`src/rtl/ep0_resp.sv`:
```
module ep0_resp #(
  parameter int LEN_W   = 4,
  parameter int MAX_LEN = 8
) (
  input  logic             clk,
  input  logic             rst_n,
  input  logic             cfg_we,
  input  logic             cfg_seq,
  input  logic             cfg_stall,
  input  logic             cfg_tx_en,
  input  logic             cfg_rx_en,
  input  logic [LEN_W-1:0] cfg_tx_len,
  input  logic             tx_done_clr,
  input  logic             rx_done_clr,
  input  logic             tok_valid,
  input  logic [1:0]       tok_type,
  input  logic             host_ack,
  input  logic             rx_good,
  input  logic             rx_bad,
  output logic             seq_o,
  output logic             stall_o,
  output logic             tx_en_o,
  output logic             rx_en_o,
  output logic [LEN_W-1:0] tx_len_o,
  output logic             tx_done,
  output logic             rx_done,
  output logic [2:0]       resp,
  output logic [LEN_W-1:0] resp_len
);

  localparam logic [2:0] R_NONE  = 3'd0;
  localparam logic [2:0] R_ACK   = 3'd1;
  localparam logic [2:0] R_NAK   = 3'd2;
  localparam logic [2:0] R_STALL = 3'd3;
  localparam logic [2:0] R_DATA0 = 3'd4;
  localparam logic [2:0] R_DATA1 = 3'd5;

  localparam logic [1:0] T_IN    = 2'd0;
  localparam logic [1:0] T_OUT   = 2'd1;
  localparam logic [1:0] T_SETUP = 2'd2;

  localparam logic [LEN_W-1:0] LEN_CAP = LEN_W'(MAX_LEN);

  typedef enum logic [1:0] {S_IDLE, S_HACK, S_OUTD, S_SETD} wait_t;

  wait_t            st, st_n;
  logic [2:0]       resp_n;
  logic [LEN_W-1:0] len_n;
  logic             txd_set, rxd_set;

  wire is_in    = tok_valid && tok_type == T_IN;
  wire is_out   = tok_valid && tok_type == T_OUT;
  wire is_setup = tok_valid && tok_type == T_SETUP;
  wire any_tok  = is_in || is_out || is_setup;

  wire              in_nak  = !tx_en_o || tx_done;
  wire              out_nak = !rx_en_o || rx_done;
  wire [LEN_W-1:0]  len_cl  = (tx_len_o > LEN_CAP) ? LEN_CAP : tx_len_o;

  always_ff @(posedge clk) begin
    if (!rst_n) begin
      seq_o    <= 1'b0;
      stall_o  <= 1'b0;
      tx_en_o  <= 1'b0;
      rx_en_o  <= 1'b0;
      tx_len_o <= '0;
    end else begin
      if (cfg_we) begin
        seq_o    <= cfg_seq;
        stall_o  <= cfg_stall;
        tx_en_o  <= cfg_tx_en;
        rx_en_o  <= cfg_rx_en;
        tx_len_o <= cfg_tx_len;
      end
      if (is_setup) stall_o <= 1'b0;
    end
  end

  always_comb begin
    resp_n  = R_NONE;
    len_n   = '0;
    st_n    = st;
    txd_set = 1'b0;
    rxd_set = 1'b0;
    if (any_tok) begin
      st_n = S_IDLE;
      if (is_setup) begin
        st_n = S_SETD;
      end else if (stall_o) begin
        resp_n = R_STALL;
      end else if (is_in) begin
        if (in_nak) begin
          resp_n = R_NAK;
        end else begin
          resp_n = seq_o ? R_DATA1 : R_DATA0;
          len_n  = len_cl;
          st_n   = S_HACK;
        end
      end else begin
        if (out_nak) resp_n = R_NAK;
        else         st_n   = S_OUTD;
      end
    end else begin
      case (st)
        S_HACK: if (host_ack) begin
          txd_set = 1'b1;
          st_n    = S_IDLE;
        end
        S_OUTD, S_SETD: if (rx_good) begin
          resp_n  = R_ACK;
          rxd_set = 1'b1;
          st_n    = S_IDLE;
        end else if (rx_bad) begin
          st_n = S_IDLE;
        end
        default: st_n = S_IDLE;
      endcase
    end
  end

  always_ff @(posedge clk) begin
    if (!rst_n) begin
      st       <= S_IDLE;
      resp     <= R_NONE;
      resp_len <= '0;
      tx_done  <= 1'b0;
      rx_done  <= 1'b0;
    end else begin
      st       <= st_n;
      resp     <= resp_n;
      resp_len <= len_n;
      tx_done  <= txd_set || (tx_done && !tx_done_clr);
      rx_done  <= rxd_set || (rx_done && !rx_done_clr);
    end
  end

endmodule

```
`config.mk`:
```
export PLATFORM = sky130hd
export DESIGN_NAME = ep0_resp
export DESIGN_NICKNAME = d
export VERILOG_FILES = /design/src/rtl/ep0_resp.sv
export SDC_FILE = /design/constraint.sdc
export NUM_CORES = 1
export LEC_CHECK = 0
export ABC_AREA = 1
export BUFFER_PORTS_ARGS = -buffer_cell sky130_fd_sc_hd__buf_2
export CAP_MARGIN = 0
export CORE_AREA = 2 2 45 47
export CTS_BUF_LIST = sky130_fd_sc_hd__clkbuf_4 sky130_fd_sc_hd__clkbuf_8 sky130_fd_sc_hd__clkbuf_16
export CTS_CLUSTER_SIZE = 14
export DETAILED_ROUTE_END_ITERATION = 16
export DIE_AREA = 0 0 47 49
export PLACE_DENSITY = 0.79
export SETUP_SLACK_MARGIN = 0.15
export SLEW_MARGIN = 10
export SYNTH_ARGS = -nofsm -noshare
export SYNTH_HDL_FRONTEND = slang
export SYNTH_SLANG_ARGS = --single-unit
```
`constraint.sdc`:
```
create_clock -name clk -period 1.25 [get_ports clk]
set_input_delay 0.125 -clock clk [delete_from_list [all_inputs] [get_ports clk]]
set_output_delay 0.125 -clock clk [all_outputs]
set_load 0.1 [all_outputs]
```
==> results by stage, run 1 <==
Clocking:
- The number of buffers added by the clock tree synthesis step is 3.
- The level count of the clock H-tree is 1.
- The clock latency of the later-clocked register in the worst-skew pair is 290 ps.
- CTS placed an instance of clkbuf_4 at the clock tree root.
- For this design, the sink count on the clock tree is 19.
- The number of buffers on the longest clock path is 2.
- The clock transition at the registers of the reported paths is 110 ps.
- The number of setup buffers added after CTS is 0.
- TritonCTS built the clock tree.

Global routing:
- The number of global-route vias before repair is 696.
- The fraction of met2 tracks used by global routing is 28.1%.
- Across every metal layer, demand over resource in global routing totals 16.7%.
- The total overflow reported by the global router is 0.
- In the global route stage, met1 resource usage came out at 18.2%.
- The first-pass GRT wire length is 2.76 mm.
- The initial antenna violation count is 0.
- The highest-utilization routing layer at the global route stage is met2.
- Entering global routing, the biggest net connects 14 pins.
- Global routing used 2.96% of the available met3 tracks.

Final layout:
- In the final layout, the share of cells above drive strength 1 is 46.2%.
- After routing the design area is 0.00109 mm2.
- In the layout the commonest cells are 18 x buf_2, 15 x inv_1, 15 x buf_4.
- The most common cell after layout, fill and taps aside is buf_2.
- From synthesis to final layout, the design area changed by 43.6%.
- The filler cells instantiated in the layout total 172.
- The final antenna diode count is 0.
- The final layout contains 152 nets.

Worst setup path:
- Of all nets on the critical path, the largest fanout is 2.
- On the worst path, the slowest cell contributes a delay of 370 ps.
- STA puts the critical path data arrival time at 950 ps.
- The slack of the worst reg-to-reg path is 270 ps.
- STA classifies the critical path endpoint as a primary output.
- The setup path with the least slack is of type reg2out.
- The worst flop-to-flop path startpoint is tx_en_o$_SDFFE_PN0P_.
- The cell type group with the largest total delay on the critical path is flip-flops.
- The critical register-to-register path endpoint is resp_len[1]$_SDFF_PP0_.
- STA classifies the critical path startpoint as a register.
- The number of buffers and inverters on the critical path is 1.
- The worst-path cell with the longest stage delay is dfxtp_4.
- The required time at the endpoint of the critical path is 1120 ps.
- Traced cell by cell, the critical path runs through buf_4.
- Counting cells, the worst reg-to-reg path comes to 6.

Pwr:
- IR analysis of the VDD net gives a maximum drop of 509 uV.
- In this run the power spent charging and discharging nets is 0.000439 W.
- The switching power share of the total is 34.9%.
- The register share of total power is 50.8%.
- The proportion of power drawn by combinational gates is 25.0%.
- The internal power summed over all cells is 0.000820 W.
- For this design the static power due to leakage is 0.512 nW.
- The power density over the cells is 1160 mW/mm2.
- The clock share of power is 24.1%.

Logic synthesis:
- After synthesis, the largest family of logic cells by area is simple AND/OR/NAND/NOR gates.
- The post-synthesis simple-gate area fraction is 22.5%.
- In the post-synthesis netlist, the biggest area contributors are dfxtp_1 50%, inv_1 7.9%, o21ai_1 6.0%.
- The mean instance size in the synthesized netlist is 8.05 um2.
- Counting every instance in the synthesized netlist gives 94.
- The post-synthesis share of cell area spent on full adders, half adders and majority gates is 0%.
- The top cell type by area accounts for 50.2% of the synthesized area.
- The sequential share of the synthesized area is 50.2%.
- Yosys mapped the design onto 22 distinct sky130hd cell types.
- The number of warning messages in the yosys log is 0.
- The synthesized design contains 19 register bits.
- Summing every instance area after synthesis gives 757 um2.
- The cell type with the largest total area after synthesis is dfxtp_1.
- The share of the synthesized netlist area taken by xor and xnor gates is 0%.
- Summing the areas of all compound-gate instances in the mapped netlist gives 17.2% of the synthesized area.
- Counting every net in the synthesized netlist gives 113.
- The portion of netlist area occupied by mux cells is 0%.

STA:
- For this run, the top clock speed supported by timing is 928 MHz.
- The part of the cycle the worst path needs is 86.2%.
- The number of hold-slack violations in the final timing report came to 0.
- The setup-violating endpoint count in the final report is 0.
- Setup repair after global routing left no endpoint under its margin.
- The final clock skew is 5.53 ps.
- Summed over all failing endpoints, the final setup total negative slack is 0 ps.
- The time the worst path needs with I/O delays and setup is 1080 ps.
- The total count of max-transition violations in the final report is 0.
- In this run the tightest slew margin relative to its limit is 81.4%.
- The slew at the pin closest to its max-slew limit is 277 ps.

Detailed routing:
- For this run, the detailed router's first-pass iteration total came to 4.
- The via count normalized by instance count is 4.53.
- The final routed DRC violation total is 0.
- The residual antenna-violating net count after detailed routing is 0.
- The number of vias in the routed layout is 721.
- In this run, the number of DRC markers left after iteration 0 of detailed routing was 12.
- After detailed routing, the average wire length per cell comes to 10.9 um.
- Wires add up to 1.74 mm.

Worst hold path:
- The critical hold path startpoint is cfg_seq.
- The worst hold path was traced through 3 stages.
- In this run the worst hold path is classified as in2reg.
- The path with the worst hold slack has its endpoint at seq_o$_SDFFE_PN0P_.

Floorplanning:
- The area of the core is 0.00184 mm2.
- The initialized floorplan defines 16 standard-cell rows.
- The number of top-level design ports is 36.
- The die is 47 um wide.
- Measured along the y axis, the die boundary spans 49 um.
- The starting density of the core is 41.1%.
- The die covers 0.00230 mm2.

Outcome:
- The run finished with clean final reports.

Flow run:
- The number of max-capacitance violations reported is 0.

Placed design:
- The post-DP HPWL is 1.31 mm.
- The last weighted congestion value of the routability-driven placer is 0.818.
- The number of I/O port buffers is 35.
- The area after detailed placement is 1000 um2.
[through the flow]
step	utilization, %	cells	hold slack (ps)	setup WS [ps]	power, W
after detailed placement	54.3	154	318	248	0.000948
after global routing	59.0	159	69.5	150	0.00131
after global placement	54.3	154	314	319	0.000944
after CTS	58.6	159	53.5	158	0.00126
after floorplan	-	94	218	131	0.000882
final	59.0	159	57.7	173	0.00126
[cell type report]
type                       instances  area (um2)  share of cell area [%]
tap                               27        33.8                    3.11
sequential                        19         413                    38.0
clock buffer                       3        22.5                    2.07
timing repair buffer              36         235                    21.6
inverter                          18        70.1                    6.44
clock inverter                     1        5.00                   0.460
multi-input combinational         55         308                    28.3
[how the worst max path moves through the flow]
stage	from	to	slack, ps	cells after the start
CTS	tx_done$_SDFF_PN0_	tx_done	160	1
floorplan	tx_en_o$_SDFFE_PN0P_	resp_len[0]$_SDFF_PP0_	130	6
detailed placement	tok_type[1]	resp_len[1]$_SDFF_PP0_	250	8
global route	tx_en_o$_SDFFE_PN0P_	tx_en_o	150	1
finish	tx_en_o$_SDFFE_PN0P_	tx_en_o	170	1
global placement	tok_type[1]	resp_len[2]$_SDFF_PP0_	320	8
[repair_timing]
item / in CTS / in global routing
hold buffers: 1 / 0
resized for setup: 17 / 2
endpoints found under the hold margin: 1 / 0
setup endpoints to repair: 17 / 2
pin swaps: 0 / 0
[flip-flops by register name, summed over array words and instances, names as in the netlist]
| signal | flops |
|---|---|
| rx_en_o | 1 |
| tx_len_o | 4 |
| rx_done | 1 |
| seq_o | 1 |
| tx_en_o | 1 |
| tx_done | 1 |
| st | 2 |
| resp_len | 4 |
| stall_o | 1 |
| resp | 3 |
[cell usage after synthesis]
cell type	count
a21oi_1	8
a22oi_1	1
a31oi_1	1
buf_2	1
clkbuf_1	1
dfxtp_1	19
inv_1	16
inv_2	2
nand2_1	8
nand2_2	1
nand3_1	2
nand3_4	1
nand4_1	2
nor2_1	10
nor2_2	3
nor2_4	2
nor3_1	3
o211a_1	1
o21ai_0	1
o21ai_1	9
o21ai_2	1
o31ai_1	1
[metal layers]
metal | up-vias | share of wire, %
li1 | 385 | -
met1 | 310 | 43
met2 | 24 | 51
met3 | 2 | 4.5
met4 | 0 | 1.6
met5 | - | 0
[worst min-delay path, stage by stage]
cell and delay, ps:
buf_2 80, nor2_1 40, nor2_1 80
[cell families after synthesis]
logic type | after synthesis
flops | 19
compound gates | 23
simple gates | 32
buf+inv | 20
[power by group through the flow]
stage | registers (W) | logic [W] | clock network [W]
global placement | 0.000652 | 0.000292 | 0
detailed placement | 0.000652 | 0.000296 | 0
floorplan | 0.000806 | 0.0000763 | 0
finish | 0.000640 | 0.000315 | 0.000304
global route | 0.000644 | 0.000332 | 0.000330
CTS | 0.000640 | 0.000313 | 0.000308
Note: power is estimated with default switching activity, not from simulation.
==> run 2: changes to the inputs <==
--- a/config.mk
+++ b/config.mk
@@ -14,6 +14,7 @@
 export DETAILED_ROUTE_END_ITERATION = 16
 export DIE_AREA = 0 0 47 49
 export PLACE_DENSITY = 0.79
+export RECOVER_POWER = 50
 export SETUP_SLACK_MARGIN = 0.15
 export SLEW_MARGIN = 10
 export SYNTH_ARGS = -nofsm -noshare
==> results by stage, run 2 (same netlist as run 1, synthesis figures left out) <==
Final layout:
- Compared with the post-synthesis result, the final layout area differs by 40.0%.
- In the layout the commonest cells are 19 x buf_2, 17 x dfxtp_1, 15 x inv_1.
- The final antenna diode count is 0 (unchanged).
- The count of nets after finishing is 152 (unchanged).
- The fraction of final layout cells with drive strength greater than 1 is 40.2% (-6.1 points).
- The largest registers in the layout are resp_len: 4 flops, tx_len_o: 4 flops, resp: 3 flops.
- The library cell used most frequently in the layout, excluding fill and tap cells, is buf_2.
- The post-layout utilization of the core was 57.5% (-1.5 points).

Placed design:
- The last weighted congestion value of the routability-driven placer is 0.818 (unchanged).
- The post-DP HPWL is 1.31 mm (unchanged).
- The number of I/O port buffers is 35 (unchanged).

Clocking:
- The number of buffers on the longest clock path is 2 (unchanged).
- The clock latency of the later-clocked register in the worst-skew pair is 300 ps (about the same).
- The TritonCTS clock tree is done.
- The number of clock sinks is 19 (unchanged).
- The number of buffers added by the clock tree synthesis step came to 3 (unchanged).
- In this run the clock root is driven by a clkbuf_4.
- The clock transition at the registers of the reported paths is 100 ps (about the same).
- The level count of the clock H-tree is 1 (unchanged).

STA:
- The setup TNS after final layout was 0 ps (unchanged).
- The number of hold-slack violations in the final timing report is 0 (unchanged).
- The slew at the pin closest to its max-slew limit was 486 ps (+209 ps).
- Setup repair after global routing left no endpoint under its margin.
- The setup-violating endpoint count in the final report is 0 (unchanged).
- The worst-case headroom to the max-slew limit was 67.8% (-14 points).
- The final clock skew came to 7.81 ps (+2.28 ps).
- The time the worst path needs with I/O delays and setup is 1140 ps (+63.6 ps).
- The total count of max-transition violations in the final report is 0 (unchanged).
- The part of the cycle the worst path needs is 91.3% (+5.1 points).
- The maximum clock rate was 877 MHz (-5.6%).

Worst setup path:
- The delay of the slowest cell on the worst path is 410 ps (+40 ps).
- The endpoint arrival time on the critical path came to 1020 ps (+70 ps).
- The required time at the endpoint of the critical path came to 1120 ps (about the same).
- The largest driver fanout on the critical path is 1 (-1).
- The kind of critical path is reg2out.
- The number of buffers and inverters on the critical path came to 1 (unchanged).
- The cell type group with the largest total delay on the critical path is buffers and inverters.
- In this run the critical register-to-register path is launched from tx_en_o$_SDFFE_PN0P_.
- The slack of the worst reg-to-reg path came to 230 ps (-40 ps).
- The critical path goes through buf_2.
- The worst-path cell with the longest stage delay is buf_2.
- The worst setup path is captured at a primary output.
- The depth of the worst register-to-register path was 6 (unchanged).
- STA classifies the critical path startpoint as a register.
- The worst register-to-register path ends at resp_len[1]$_SDFF_PP0_.

Global routing:
- The initial antenna violation count was 0 (unchanged).
- The largest net degree at the start of global routing is 14 (unchanged).
- The total overflow reported by the global router is 0 (unchanged).
- The first-pass GRT wire length is 2.76 mm (unchanged).
- The number of global-route vias before repair came to 696 (unchanged).
- The overall track demand over capacity in global routing is 16.7% (unchanged).

Pwr:
- The power density over the cells was 1190 mW/mm2 (+2.9%).
- The maximum vdd ir drop came to 507 uV (-0.43%).
- The standby leakage power is 0.508 nW (-0.77%).

Detailed routing:
- The routed wire length is 1.74 mm (+0.17%).
- The number of design-rule violations left by the first detailed-router iteration is 14 (+2).
- The via count normalized by instance count came to 4.53 (unchanged).
- The final routed DRC violation total was 0 (unchanged).
- The residual antenna-violating net count after detailed routing is 0 (unchanged).
- The average detailed-routed wire length per instance is 10.9 um (+0.17%).
- The number of iterations in the first detailed-routing pass was 4 (unchanged).
- The number of vias in the routed layout was 721 (unchanged).

Worst hold path:
- The count of cells along the worst hold path is 3 (unchanged).
- For hold timing, the worst endpoint is seq_o$_SDFFE_PN0P_.
- The critical hold path startpoint is cfg_seq.
- The min-delay analysis places its worst path in the category in2reg.

Floorplanning:
- The starting density of the core is 41.1% (unchanged).
- The area of the core is 0.00184 mm2 (unchanged).
- The number of top-level design ports was 36 (unchanged).
- The total die area is 0.00230 mm2 (unchanged).
- The width of the die is 47 um (unchanged).
- The cell row count is 16 (unchanged).
- The vertical extent of the die is 49 um (unchanged).

Outcome:
- The run finished with clean final reports.

Flow run:
- The number of max-capacitance violations reported is 0 (unchanged).
run 2: changes by cell type in the layout (fill, tap and decap cells not counted):
cell	before	now
buf_2	18	19
o21ai_0	1	3
dfxtp_2	2	0
dfxtp_4	8	2
buf_4	15	14
o21ai_1	9	7
dfxtp_1	9	17
run 2: power by group:
part           leakage (nW)  internal (W)  switching, W
Sequential            0.157      0.000625     0.0000179
Clock                0.0177      0.000119      0.000188
Combinational         0.333     0.0000773      0.000236
run 2: worst max path at each step:
stage,start,to,slack [ps],cells after the start
floorplan,tx_en_o$_SDFFE_PN0P_,resp_len[0]$_SDFF_PP0_,130,6
global placement,tok_type[1],resp_len[2]$_SDFF_PP0_,320,8
detailed placement,tok_type[1],resp_len[1]$_SDFF_PP0_,250,8
CTS,tx_done$_SDFF_PN0_,tx_done,160,1
global route,resp[1]$_SDFF_PP0_,resp[1],80,1
finish,resp[1]$_SDFF_PP0_,resp[1],110,1
run 2: cell type report:
| class | count | area, um2 |
|---|---|---|
| Inverter | 18 | 70.1 |
| Multi-Input combinational cell | 55 | 308 |
| Timing Repair Buffer | 36 | 233 |
| Clock inverter | 1 | 5.00 |
| Sequential cell | 19 | 388 |
| Tap cell | 27 | 33.8 |
| Clock buffer | 3 | 22.5 |
| Fill cell | 181 | 782 |
run 2: per-stage QoR:
| step | setup slack [ps] | cell area, um2 | std cells | power [W] | hold slack (ps) |
|---|---|---|---|---|---|
| floorplan | 131 | 800 | 94 | 0.000882 | 218 |
| global placement | 319 | 1000 | 154 | 0.000944 | 314 |
| detailed placement | 248 | 1000 | 154 | 0.000948 | 318 |
| CTS | 158 | 1080 | 159 | 0.00126 | 53.5 |
| global route | 84.1 | 1060 | 159 | 0.00131 | 69.6 |
| finish | 109 | 1060 | 159 | 0.00126 | 59.2 |
run 2: metal layers:
layer	part of all wire, %	track usage (%)
met2	51	28.1
met1	43	18.2
met5	0	0
met3	4.5	2.96
met4	1.6	10.6
run 2: timing repair:
item	in CTS	in global routing
hold buffers	1	0
endpoints found under the setup margin	17	2
setup buffers	0	0
gates resized for setup	17	2
endpoints found under the hold margin	1	0
